## src/rtl/seqdet_pkg.sv

```systemverilog
`timescale 1ns/1ps
package seqdet_pkg;
  localparam int STATE_W = 3;

  // Each code names the useful suffix of the accepted history.
  typedef enum logic [STATE_W-1:0] {
    ST_EMPTY = 3'd0,  // nothing that can lead to a hit
    ST_1     = 3'd1,  // ...1 (not 11)
    ST_10    = 3'd2,  // ...10
    ST_100   = 3'd3,  // ...100
    ST_11    = 3'd4,  // ...11 (not 111)
    ST_111   = 3'd5,  // ...111
    ST_HIT_A = 3'd6,  // 1001 just completed, tail 1 kept
    ST_HIT_B = 3'd7   // 1111 just completed, tail 111 kept
  } det_state_e;

  function automatic logic is_hit(det_state_e s);
    return (s == ST_HIT_A) || (s == ST_HIT_B);
  endfunction
endpackage

```

## src/rtl/seqdet_rst_sync.sv

```systemverilog
`timescale 1ns/1ps
module seqdet_rst_sync #(
  parameter int STAGES = 2
) (
  input  logic clk,
  input  logic rst_n,
  output logic rst_n_sync
);
  localparam int LAST = STAGES - 1;

  logic [LAST:0] sync_q;

  generate
    if (STAGES == 1) begin : g_single
      always_ff @(posedge clk or negedge rst_n) begin
        if (!rst_n) sync_q <= '0;
        else        sync_q <= 1'b1;
      end
    end else begin : g_chain
      always_ff @(posedge clk or negedge rst_n) begin
        if (!rst_n) sync_q <= '0;
        else        sync_q <= {sync_q[LAST-1:0], 1'b1};
      end
    end
  endgenerate

  assign rst_n_sync = sync_q[LAST];
endmodule

```

## src/rtl/seqdet_next.sv

```systemverilog
`timescale 1ns/1ps
module seqdet_next
  import seqdet_pkg::*;
(
  input  det_state_e cur,
  input  logic       bit_in,
  output det_state_e nxt
);
  always_comb begin
    nxt = ST_EMPTY;
    unique case (cur)
      ST_EMPTY: nxt = bit_in ? ST_1     : ST_EMPTY;
      ST_1:     nxt = bit_in ? ST_11    : ST_10;
      ST_10:    nxt = bit_in ? ST_1     : ST_100;
      ST_100:   nxt = bit_in ? ST_HIT_A : ST_EMPTY;
      ST_11:    nxt = bit_in ? ST_111   : ST_10;
      ST_111:   nxt = bit_in ? ST_HIT_B : ST_10;
      ST_HIT_A: nxt = bit_in ? ST_11    : ST_10;
      ST_HIT_B: nxt = bit_in ? ST_HIT_B : ST_10;
      default:  nxt = ST_EMPTY;
    endcase
  end
endmodule

```

## src/rtl/seqdet_regs.sv

```systemverilog
`timescale 1ns/1ps
module seqdet_regs
  import seqdet_pkg::*;
(
  input  logic       clk,
  input  logic       rst_n,
  input  logic       en,
  input  det_state_e nxt,
  output det_state_e state_q,
  output logic       hit_q
);
  logic hit_d;

  assign hit_d = is_hit(nxt);

  always_ff @(posedge clk or negedge rst_n) begin
    if (!rst_n) begin
      state_q <= ST_EMPTY;
      hit_q   <= 1'b0;
    end else if (en) begin
      state_q <= nxt;
      hit_q   <= hit_d;
    end
  end
endmodule

```

## src/rtl/seq_pair_detector.sv

```systemverilog
`timescale 1ns/1ps
module seq_pair_detector
  import seqdet_pkg::*;
#(
  parameter int SYNC_STAGES = 2
) (
  input  logic               clk,
  input  logic               rst_n,
  input  logic               bit_valid,
  input  logic               serial_in,
  output logic               match_o,
  output logic [STATE_W-1:0] state_o
);
  logic       rst_n_int;
  det_state_e cur_state;
  det_state_e nxt_state;

  seqdet_rst_sync #(.STAGES(SYNC_STAGES)) u_rst_sync (
    .clk        (clk),
    .rst_n      (rst_n),
    .rst_n_sync (rst_n_int)
  );

  seqdet_next u_next (
    .cur    (cur_state),
    .bit_in (serial_in),
    .nxt    (nxt_state)
  );

  seqdet_regs u_regs (
    .clk     (clk),
    .rst_n   (rst_n_int),
    .en      (bit_valid),
    .nxt     (nxt_state),
    .state_q (cur_state),
    .hit_q   (match_o)
  );

  assign state_o = cur_state;
endmodule

```

## config.mk

```make
export PLATFORM = sky130hd
export DESIGN_NAME = seq_pair_detector
export DESIGN_NICKNAME = d
export VERILOG_FILES = /design/src/rtl/seqdet_pkg.sv /design/src/rtl/seqdet_rst_sync.sv /design/src/rtl/seqdet_next.sv /design/src/rtl/seqdet_regs.sv /design/src/rtl/seq_pair_detector.sv
export SDC_FILE = /design/constraint.sdc
export NUM_CORES = 1
export LEC_CHECK = 0
export BUFFER_PORTS_ARGS = -buffer_cell sky130_fd_sc_hd__buf_2
export CAP_MARGIN = 25
export CORE_AREA = 3 3 40 42
export CTS_BUF_LIST = sky130_fd_sc_hd__clkbuf_8
export DETAILED_ROUTE_END_ITERATION = 6
export DIE_AREA = 0 0 43 45
export PLACE_DENSITY = 0.41
export RECOVER_POWER = 100
export SLEW_MARGIN = 20
export SYNTH_ARGS = -nofsm -noshare
export SYNTH_HDL_FRONTEND = slang
export SYNTH_SLANG_ARGS = --single-unit
```

## constraint.sdc

```tcl
create_clock -name clk -period 0.8 [get_ports clk]
set_input_delay 0.04 -clock clk [delete_from_list [all_inputs] [get_ports clk]]
set_output_delay 0.04 -clock clk [all_outputs]
set_load 0.02 [all_outputs]
```

; Yosys cells after proc, flatten, opt, wreduce, memory -nomap -nowiden
; Index checks and enable logic that the tools add are counted.
[word_totals]
reg_bits = 6
input_bits = 4
output_inout_bits = 4
[classes]
n_eq_ne = 9
n_mux = 7
n_reduce_logical = 4
[op_table]
columns = cell, count
row1 = $eq A3 B3 Y1 const B, 6
row2 = $pmux W3 S6, 1
row3 = $mux W3, 4
row4 = $eq A3 B2 Y1 const B, 2
row5 = $reduce_or A2 Y1, 2
row6 = $eq A3 B1 Y1 const B, 1
row7 = $logic_not A3 Y1, 1
row8 = $mux W2, 1
row9 = $logic_or A1 B1 Y1, 1
row10 = $mux W1, 1

; Logic depth before layout (Yosys ltp)
; Gate-level depths: netlist (run 1).
[logic_depth]
word_depth = 5
mapped_depth = 3

; Modules after synthesis
; A second synthesis (run 1) with hierarchy kept.
[hier_totals]
cells_unflattened = 22
hier_area_um2 = 259.0
[modules_own_cells]
columns = mod, n_inst, cells_per_inst, area_each_um2, seq_area_each_um2
row1 = seqdet_regs, 1, 10, 147.6, 100.1
row2 = seqdet_next, 1, 9, 57.6, 0.0
row3 = seqdet_rst_sync, 1, 3, 53.8, 50.0

; Worst setup path before layout (run 1)
; No wires, ideal clock.
[synth_timing]
path_type = reg2reg
startpoint = register u_regs.state_q[0]
endpoint = register u_regs.state_q[1]
setup_ns = 0.111
arrival_time_ns = 0.994
setup_slack_ns = -0.305
path_stages_with_launch = 4
n_path_buf = 0
synth_period_minus_slack_ns = 1.105
path_cell_list = dfrtp_1 -> nand2_1 -> o22ai_1 -> a222oi_1
[synth_via]
elab_chain_len = 3
word_cells_on_any_way = 11
classes_between = eq/ne (7) / mux (1) / reduce/logical (3)
[synth_rtl]
columns = item, line_no
row1 = start: declaration, seqdet_regs.sv:9  ; output det_state_e state_q,
row2 = start signal: assignment, seqdet_regs.sv:21  ; state_q <= nxt;
row3 = $eq A3 B3 Y1 / $eq A3 B1 Y1 (equally long branches), seqdet_next.sv:11  ; unique case (cur)
row4 = $reduce_or A2 Y1 (no source line), n/a
row5 = $pmux W3 S6 (*), seqdet_next.sv:11
; Mark *: on every way between the ends. The rest lies on a longest branch, timed or not.
; A chain may end at the register's enable or synchronous reset.

; Worst setup path after layout (run 1)
[layout_timing]
startpoint = register u_regs.state_q[1]
endpoint = register u_regs.state_q[1]
; Same word-level chain as after synthesis.

==> impl_metrics.csv, run 1 <==
group,metric,value,unit
run_status,outcome,"finished, violations left",
run_status,violations,"setup timing",
final_layout,drive_gt1_share,50.00,%
placed_design,place_area,346.6,sq um
critical_path,endpoint,"u_regs.state_q[1]$_DFFE_PN0P_",
floorplanning,die_h,45,um
final_layout,synthToLayoutAreaGrowth,69.35,%
final_layout,diodes,0,
global_route,grt_pass1_vias,281,
clock_network,cts_tree,"yes",
global_route,grt_pass1_wl,1193,um
clock_network,insertion_delay,0.22,ns
routing,wl,632,um
placed_design,place_congestion,0.7894,
floorplanning,io_pins,8,
critical_path,timing.rr.end,"u_regs.state_q[1]$_DFFE_PN0P_",
timing,rsz0062_at_grt,"yes",
synth,ys_seq_elements,6,
routing,antenna_left,0,
global_route,antenna_found_initial,0,
power,powerDensity,3932,nW/um^2
global_route,grt-ovfl-total,0,
critical_path,r2r_start,"u_regs.state_q[1]$_DFFE_PN0P_",
floorplanning,die_w,43,um
routing,num_vias,253,
global_route,grt_max_degree,7,
clock_network,cts_buffers,3,
clock_network,clock_sinks,6,
global_route,track_usage,9.053,%
job,drv_cap,0,
floorplanning,core_area,1285,sq um
critical_path,cp-startpoint,"u_regs.state_q[1]$_DFFE_PN0P_",
routing,wl_per_cell,11.49,um
timing,min_period_over_period,123.6,%
critical_path,end_kind,"flip-flop",
placed_design,port_buffers,7,
synth,synth_top_cell_by_area,"dfrtp_1",
final_layout,final_common_cell,"buf_4",
floorplanning,fp-row-count,13,
critical_path,worstPathArrival,1.10,ns
final_layout,final_cell_mix,"buf_4 (6), inv_1 (4), o22ai_1 (4)",
synth,syn_area_per_cell,10.83,sq um
routing,viasPerCell,4.600,
critical_path,ff2ff_setup_slack,-0.19,ns
timing,fmax,1011,MHz
synth,synthesis.area,249.0,sq um
floorplanning,die_area,1935,sq um
critical_path,start_kind,"flip-flop",
timing,tns,-0.7163,ns
worst_hold_path,hold_path.class,"reg2async",
floorplanning,start_util,19.38,%
timing,setup_slack,-0.1888,ns
final_layout,final_nets,45,
power,power,0.001658,W
timing,fin_skew,0.007119,ns
routing,drc,0,
synth,synthTopCellsByArea,"dfrtp_1 (60%), o22ai_1 (10%), inv_1 (6.0%)",
critical_path,crit_required,0.91,ns
final_layout,final_area,421.7,sq um
synth,netlist-cell-type-count,12,
timing,maxSlewViolCount,0,
synth,ys_seq_area_share,60.30,%
power,ir_drop,1408,uV
routing,firstDrtPassIters,4,
timing,hold_viol,0,
power,leakage,0.1954,nW
synth,syn_nets,27,
clock_network,clockBufferDepth,2,
timing,min_period,0.9888,ns
synth,syn_inst,23,
critical_path,critPathKind,"reg2reg",
clock_network,cts_root_buf,"clkbuf_8",
synth,synth_top_area_share,60.30,%
synth,ys_warn_count,0,
clock_network,cts_max_level,1,
critical_path,rr_worst_depth,3,
timing,setup_violations,7,
clock_network,cts.clk_slew.worst_paths,0.04,ns
critical_path,worst-path-max-fanout,6,
routing,drtIter0Drc,4,
## final cells by class
class                           instances  area, sq um
Clock buffer                            3        41.29
Clock inverter                          1        3.754
Inverter                                4        15.01
Multi-Input combinational cell         13        92.59
Sequential cell                         6        153.9
Fill cell                             139        863.3
Tap cell                               15        18.77
Timing Repair Buffer                   13        96.34
## critical path, stage by stage (launching register included)
cell and delay (ns):
dfrtp_2 0.43, nand2b_1 0.08, o22ai_1 0.07, a222oi_1 0.30
## worst min path at each step
stage,startpoint,to
after floorplan,rst_n,u_rst_sync.sync_q[0]$_DFF_PN0_
after global placement,rst_n,u_rst_sync.sync_q[0]$_DFF_PN0_
after detailed placement,rst_n,u_rst_sync.sync_q[0]$_DFF_PN0_
after CTS,u_rst_sync.sync_q[1]$_DFF_PN0_,u_regs.state_q[2]$_DFFE_PN0P_
after global routing,u_rst_sync.sync_q[1]$_DFF_PN0_,u_regs.state_q[2]$_DFFE_PN0P_
final,u_rst_sync.sync_q[1]$_DFF_PN0_,u_regs.state_q[2]$_DFFE_PN0P_
## registers in the layout, indices dropped and copies added (netlist names)
register	cells
u_regs.state_q	3
u_rst_sync.sync_q	2
u_regs.hit_q	1
## cells by family after synthesis
kind of cell,after synthesis,synth area share (%)
flops,6,60.30
compound gates,10,28.14
other cells,1,1.506
simple gates,2,4.020
buf+inv,4,6.028
## routing by layer
layer	GRT usage [%]	wire (um)	up-vias	share of wire [%]
met1	8.600	221	124	35
met2	14.07	322	9	51
li1	-	-	116	-
met3	4.382	62	4	9.8
met4	9.036	25	0	4.0
met5	0	0	-	0
## synth_stat cells
cell	n
o22ai_1	4
a222oi_1	1
o21ai_0	1
nand2b_1	1
a2bb2oi_1	1
inv_1	4
dfrtp_1	6
o2111ai_1	1
nand2_1	1
a21oi_1	1
conb_1	1
o21a_1	1
## what timing repair did
action,in CTS,in global routing
hold endpoints to repair,2,0
resized for setup,5,2
pin swaps,3,0
buffers inserted,0,0
cloned,0,0
setup endpoints to repair,7,8
hold buffers,1,0
## where the power goes
| group | switching [W] | internal, W | total [W] |
|---|---|---|---|
| Clock | 0.000133 | 0.000330 | 0.000463 |
| Sequential | 0.000120 | 0.000408 | 0.000529 |
| Combinational | 0.000312 | 0.000354 | 0.000666 |
| Total | 0.000565 | 0.00109 | 0.00166 |
## per-stage QoR
step / hold slack (ns) / instances / setup WS [ns] / util [%]
after floorplan: -0.2556 / 23 / -0.2181 / -
after global placement: -0.1754 / 50 / -0.2196 / 26.97
after detailed placement: -0.1739 / 50 / -0.1997 / 26.97
after CTS: 0.05681 / 55 / -0.2062 / 32.42
after global routing: 0.07830 / 55 / -0.2670 / 32.81
final: 0.04848 / 55 / -0.1888 / 32.81
Note: power is estimated with default switching activity, not from simulation.
==> run 2: changes to the inputs <==
SYNTH_HIERARCHICAL = 1   (was default)
==> run 2 against run 1 <==
  * The run still ends with setup timing left
  * Synthesized area up 4.0%
  * Sequential power shrank 5.9%
  * Clock skew is 0.0026 ns lower
  * Core utilization rose by 4.5 points
  * Combinational power grew 48%
  * Worst setup slack worse by 0.18 ns
  * Flip-flop and latch count unchanged
  * First-iteration DRC count did not move
  * Highest routed layer unchanged
==> impl_metrics.csv, run 2 <==
group,metric,value,unit
power,powerDensity,4038,nW/um^2
floorplanning,die_h,45,um
floorplanning,io_pins,8,
clock_network,cts_root_buf,"clkbuf_8",
final_layout,diodes,0,
final_layout,drive_gt1_share,64.10,%
synth,yosys.cell_count.top_type,"dfrtp_1",
final_layout,multi_input_area,130.1,sq um
global_route,antenna_found_initial,0,
placed_design,place_congestion,0.6411,
synth,synthesis.area,259.0,sq um
routing,antenna_left,0,
global_route,grt_max_degree,6,
routing,firstDrtPassIters,4,
global_route,track_usage,7.383,%
synth,ys_seq_elements,6,
final_layout,synthToLayoutAreaGrowth,85.02,%
synth,syn_area_per_cell,11.77,sq um
timing,hold_viol,0,
synth,synth-xor-area-share,3.382,%
routing,viasPerCell,4.037,
routing,num_vias,218,
final_layout,n_fill_cell,126,
global_route,grt_pass1_wl,952,um
final_layout,final_common_cell,"buf_6",
final_layout,largest-register,"u_regs/state_q",
routing,drtIter0Drc,4,
timing,min_period,1.165,ns
critical_path,slowest_delay,0.41,ns
floorplanning,fp-row-count,13,
clock_network,cts_tree,"yes",
clock_network,insertion_delay,0.22,ns
synth,netlist-cell-type-count,12,
critical_path,end_kind,"flip-flop",
timing,tns,-1.632,ns
critical_path,path_buf_inv,0,
clock_network,cts_buffers,3,
synth,synth_mux_area_share,13.04,%
synth,synth-main-ff-cell,"dfrtp_1",
critical_path,crit_required,0.91,ns
routing,wl_per_cell,10.59,um
synth,syn_nets,26,
synth,synthTopCellsByArea,"dfrtp_1 (58%), mux2_2 (13%), inv_1 (4.3%)",
placed_design,dp_slack,-0.3519,ns
synth,synth_top_family_by_area,"compound AO/OA/AOI/OAI gates",
synth,synthArstFlopShare,100.0,%
synth,synth_top_cell_by_area,"dfrtp_1",
run_status,outcome,"finished, violations left",
clock_network,clock_sinks,6,
synth,ys_seq_area_share,57.97,%
final_layout,largest_register_ff_count,3,
final_layout,final_nets,45,
synth,synthAdderAreaFrac,0,%
critical_path,crit_family,"flip-flops",
floorplanning,start_util,20.16,%
clock_network,clockBufferDepth,2,
critical_path,worst-path-max-fanout,3,
floorplanning,die_area,1935,sq um
floorplanning,core_area,1285,sq um
synth,synth_compound_area_share,14.49,%
routing,drc,0,
timing,setup_violations,7,
global_route,grt_pass1_vias,223,
final_layout,area.sequential,152.6,sq um
timing,fmax,858.1,MHz
timing,maxSlewViolCount,0,
critical_path,crit_chain,"nor2b_4 > xnor2_2 > a2bb2oi_2 > mux2_4",
job,drv_cap,0,
timing,setup_slack,-0.3654,ns
timing,rsz0062_at_grt,"yes",
clock_network,cts_max_level,1,
placed_design,dp_hpwl,434.1,um
critical_path,start_kind,"flip-flop",
clock_network,cts.clk_slew.worst_paths,0.04,ns
final_layout,reg_top3,"u_regs/state_q (3), u_rst_sync/sync_q (2), u_regs/hit_q (1)",
floorplanning,die_w,43,um
final_layout,fin_cells,54,
synth,ys_warn_count,6,
timing,min_period_over_period,145.7,%
worst_hold_path,hold_path.class,"reg2async",
global_route,grt-ovfl-total,0,
placed_design,port_buffers,7,
critical_path,critPathKind,"reg2reg",
synth,synth_common_cells,"dfrtp_1 (6), inv_1 (3), mux2_2 (3)",
synth,synth_top_area_share,57.97,%
synth,yosys.area_share.simple,5.314,%
power,ir_drop,1179,uV
synth,synth_edf_count,0,
synth,syn_inst,22,
placed_design,placedCellCount,48,
final_layout,final_cell_mix,"buf_6 (7), dfrtp_1 (4), clkbuf_8 (3), buf_4 (3)",
timing,fin_skew,0.004551,ns
routing,wl,572,um
run_status,violations,"setup timing",
critical_path,crit_path_top_delay_cell,"dfrtp_2",
critical_path,worstPathArrival,1.27,ns
power,leakage,0.2268,nW
[run 2: final cells by class]
cell class | count | area share, %
clock buffers | 3 | 8.616
inverters | 3 | 2.350
multi-input cells | 13 | 27.15
flip-flops and latches | 6 | 31.85
well taps | 15 | 3.916
repair buffers | 14 | 26.11
[run 2: metrics by stage]
step	total power [W]	hold slack, ns	utilization (%)	cell area (sq um)
2_1_floorplan	0.0008953	-0.2556	-	274.0
3_3_place_gp	0.001145	-0.1752	27.85	357.8
3_5_place_dp	0.001157	-0.1714	27.85	357.8
4_1_cts	0.001741	0.06517	33.59	431.7
5_1_grt	0.002066	0.07815	37.29	479.2
6_report	0.001935	0.05760	37.29	479.2
[run 2: worst paths after layout]
path / startpoint / end / slack [ns] / depth (start not counted)
setup reg to reg: u_regs/state_q[0]$_DFFE_PN0P_ / u_regs/state_q[1]$_DFFE_PN0P_ / -0.37 / 4
hold / removal: u_rst_sync/sync_q[1]$_DFF_PN0_ / u_regs/hit_q$_DFFE_PN0P_ / 0.06 / 0
setup / recovery: u_regs/state_q[0]$_DFFE_PN0P_ / u_regs/state_q[1]$_DFFE_PN0P_ / -0.37 / 4
hold reg to reg: u_rst_sync/sync_q[1]$_DFF_PN0_ / u_regs/hit_q$_DFFE_PN0P_ / 0.06 / 0
min in group clk: bit_valid / u_regs/hit_q$_DFFE_PN0P_ / 0.09 / 2
max in group asynchronous: rst_n / u_rst_sync/sync_q[1]$_DFF_PN0_ / 0.54 / 2
[run 2: cell families (layout without fill, tap and decap cells)]
group / Yosys count / after routing
flip-flops: 6 / 6
buffers and inverters: 3 / 20
XOR/XNOR: 1 / 1
AO/OA/AOI/OAI: 6 / 6
multiplexers: 3 / 3
other: 1 / 1
AND/OR/NAND/NOR: 2 / 2
[run 2: repair_timing]
item                                    4_1_cts  5_1_grt
endpoints found under the setup margin        7        8
buffers inserted                              0        3
hold buffers                                  1        0
endpoints found under the hold margin         2        0
pin swaps                                     2        2
resized for setup                             7        9
cloned                                        0        0
[run 2: routing by layer]
metal  up-vias  GRT usage, %  routed length, um
met3         2         7.171                 26
met1       100         7.882                258
met5         -             0                  0
met4         0         3.614                  2
li1        110             -                  -
met2         6         9.581                285
[run 2: where the power goes]
group          internal, W  leakage [nW]  switching [W]
combinational     0.000606         0.134       0.000377
sequential        0.000403        0.0713      0.0000944
clock             0.000323        0.0216       0.000131
==> run 3: changes to the inputs <==
GPL_TIMING_DRIVEN = 0   (was default)
MAX_ROUTING_LAYER = met4   (was default)
==> run 3 against run 2 <==
  * The flow still finishes with violations (setup timing)
  * Worst hold slack better by 0.0028 ns
  * Clock skew up 0.0028 ns
  * Wire length down 0.52%
  * Critical path type unchanged
  * Largest cell class unchanged
==> impl_metrics.csv, run 3 (same netlist as run 2, synthesis figures left out) <==
group,metric,value,unit
run_status,outcome,"finished, violations left",
run_status,violations,"setup timing",
final_layout,fin_cells,54,
final_layout,utilization,35.35,%
floorplanning,io_pins,8,
global_route,grt_pass1_vias,238,
placed_design,dp_slack,-0.3826,ns
placed_design,place_area,327.8,sq um
routing,drtIter0Drc,5,
clock_network,cts_tree,"yes",
global_route,grt_pass1_wl,986,um
timing,min_period_over_period,145.8,%
final_layout,final_common_cell,"buf_6",
routing,firstDrtPassIters,4,
final_layout,final_area,454.2,sq um
timing,setup_slack,-0.3668,ns
critical_path,worstPathArrival,1.27,ns
clock_network,cts_max_level,1,
routing,viasPerCell,4.167,
placed_design,dp_hpwl,417,um
critical_path,cp_num_cells,4,
critical_path,ff2ff_setup_slack,-0.37,ns
routing,antenna_left,0,
clock_network,cts_buffers,3,
placed_design,port_buffers,7,
critical_path,endpoint,"u_regs/state_q[1]$_DFFE_PN0P_",
routing,wl,569,um
final_layout,diodes,0,
critical_path,start_kind,"flip-flop",
placed_design,placedCellCount,44,
critical_path,slowest_delay,0.41,ns
critical_path,timing.rr.end,"u_regs/state_q[1]$_DFFE_PN0P_",
floorplanning,core_area,1285,sq um
clock_network,clockBufferDepth,2,
final_layout,n_fill_cell,145,
global_route,antenna_found_initial,0,
clock_network,cts.clk_slew.worst_paths,0.04,ns
critical_path,cp-startpoint,"u_regs/state_q[0]$_DFFE_PN0P_",
final_layout,drive_gt1_share,53.85,%
floorplanning,die_h,45,um
power,leakage,0.2175,nW
critical_path,critPathKind,"reg2reg",
final_layout,largest-register,"u_regs/state_q",
floorplanning,die_w,43,um
critical_path,path_buf_inv,0,
final_layout,final_cell_mix,"buf_6 (5), inv_1 (4), buf_4 (4), dfrtp_1 (4), clkbuf_8 (3)",
critical_path,crit_family,"flip-flops",
critical_path,end_kind,"flip-flop",
critical_path,crit_required,0.91,ns
floorplanning,fp-row-count,13,
placed_design,place_congestion,0.6488,
global_route,track_usage,7.506,%
critical_path,r2r_start,"u_regs/state_q[0]$_DFFE_PN0P_",
routing,drc,0,
power,power,0.001844,W
job,drv_cap,0,
timing,maxSlewViolCount,0,
critical_path,crit_path_top_delay_cell,"dfrtp_2",
final_layout,final_nets,44,
floorplanning,start_util,20.16,%
clock_network,cts_root_buf,"clkbuf_8",
clock_network,clock_sinks,6,
floorplanning,die_area,1935,sq um
timing,hold_viol,0,
critical_path,worst-path-max-fanout,3,
routing,num_vias,225,
global_route,grt-ovfl-total,0,
timing,setup_violations,7,
worst_hold_path,hold_path.class,"reg2async",
global_route,grt_max_degree,7,
clock_network,insertion_delay,0.22,ns
final_layout,synthToLayoutAreaGrowth,75.36,%
power,powerDensity,4060,nW/um^2
critical_path,rr_worst_depth,4,
routing,wl_per_cell,10.54,um
timing,fin_skew,0.007330,ns
timing,rsz0062_at_grt,"yes",
final_layout,reg_top3,"u_regs/state_q (3), u_rst_sync/sync_q (2), u_regs/hit_q (1)",
timing,fmax,857.1,MHz
critical_path,crit_chain,"nor2b_4 > xnor2_1 > a2bb2oi_2 > mux2_4",
timing,min_period,1.167,ns
power,ir_drop,956.6,uV
final_layout,largest_register_ff_count,3,
[run 3: per-stage QoR]
| step | hold WS [ns] | TNS, ns |
|---|---|---|
| global placement | -0.1752 | -1.196 |
| CTS | 0.06873 | -1.649 |
| floorplan | -0.2556 | -1.307 |
| detailed placement | -0.1713 | -1.231 |
| finish | 0.06040 | -1.601 |
| global route | 0.08825 | -1.891 |
[run 3: worst register-to-register path: stages (launching register included)]
cell and delay, ns:
dfrtp_2 0.41, nor2b_4 0.13, xnor2_1 0.12, a2bb2oi_2 0.14
mux2_4 0.25
[run 3: repair_timing]
| item | CTS | global route |
|---|---|---|
| hold buffers | 1 | 0 |
| endpoints found under the setup margin | 7 | 8 |
| pin swaps | 1 | 0 |
| hold endpoints to repair | 2 | 0 |
| gates cloned | 0 | 0 |
| resized for setup | 5 | 5 |
| setup buffers | 2 | 3 |
[run 3: worst min-delay path by stage]
stage,start,endpoint,slack (ns),cells past startpoint
2_1_floorplan,rst_n,u_rst_sync/sync_q[0]$_DFF_PN0_,-0.26,0
3_3_place_gp,rst_n,u_rst_sync/sync_q[0]$_DFF_PN0_,-0.18,1
3_5_place_dp,rst_n,u_rst_sync/sync_q[0]$_DFF_PN0_,-0.17,1
4_1_cts,u_rst_sync/sync_q[1]$_DFF_PN0_,u_regs/state_q[1]$_DFFE_PN0P_,0.07,0
5_1_grt,u_rst_sync/sync_q[1]$_DFF_PN0_,u_regs/state_q[1]$_DFFE_PN0P_,0.09,0
6_report,u_rst_sync/sync_q[1]$_DFF_PN0_,u_regs/state_q[1]$_DFFE_PN0P_,0.06,0
[run 3: power breakdown]
part	switching (W)	leakage [nW]	internal, W
Clock	0.000133	0.0269	0.000330
Sequential	0.0000902	0.0713	0.000403
Combinational	0.000348	0.119	0.000539
Total	0.000572	0.218	0.00127
[run 3: final cells by class]
type / count / area (sq um) / area share [%]
multi-input cells: 13 / 116.4 / 25.62
inverters: 3 / 11.26 / 2.479
clock inverters: 1 / 3.754 / 0.8264
clock buffers: 3 / 41.29 / 9.091
flip-flops and latches: 6 / 152.6 / 33.61
repair buffers: 13 / 110.1 / 24.24
well taps: 15 / 18.77 / 4.132
[run 3: per-layer routing]
| metal | part of all wire, % | vias to the layer above | wire length, um | track usage [%] |
|---|---|---|---|---|
| li1 | - | 107 | - | - |
| met1 | 38 | 110 | 219 | 6.127 |
| met5 | 0 | - | 0 | - |
| met4 | 0 | 0 | 0 | 3.614 |
| met2 | 56 | 8 | 316 | 13.17 |
| met3 | 6.0 | 0 | 34 | 4.781 |
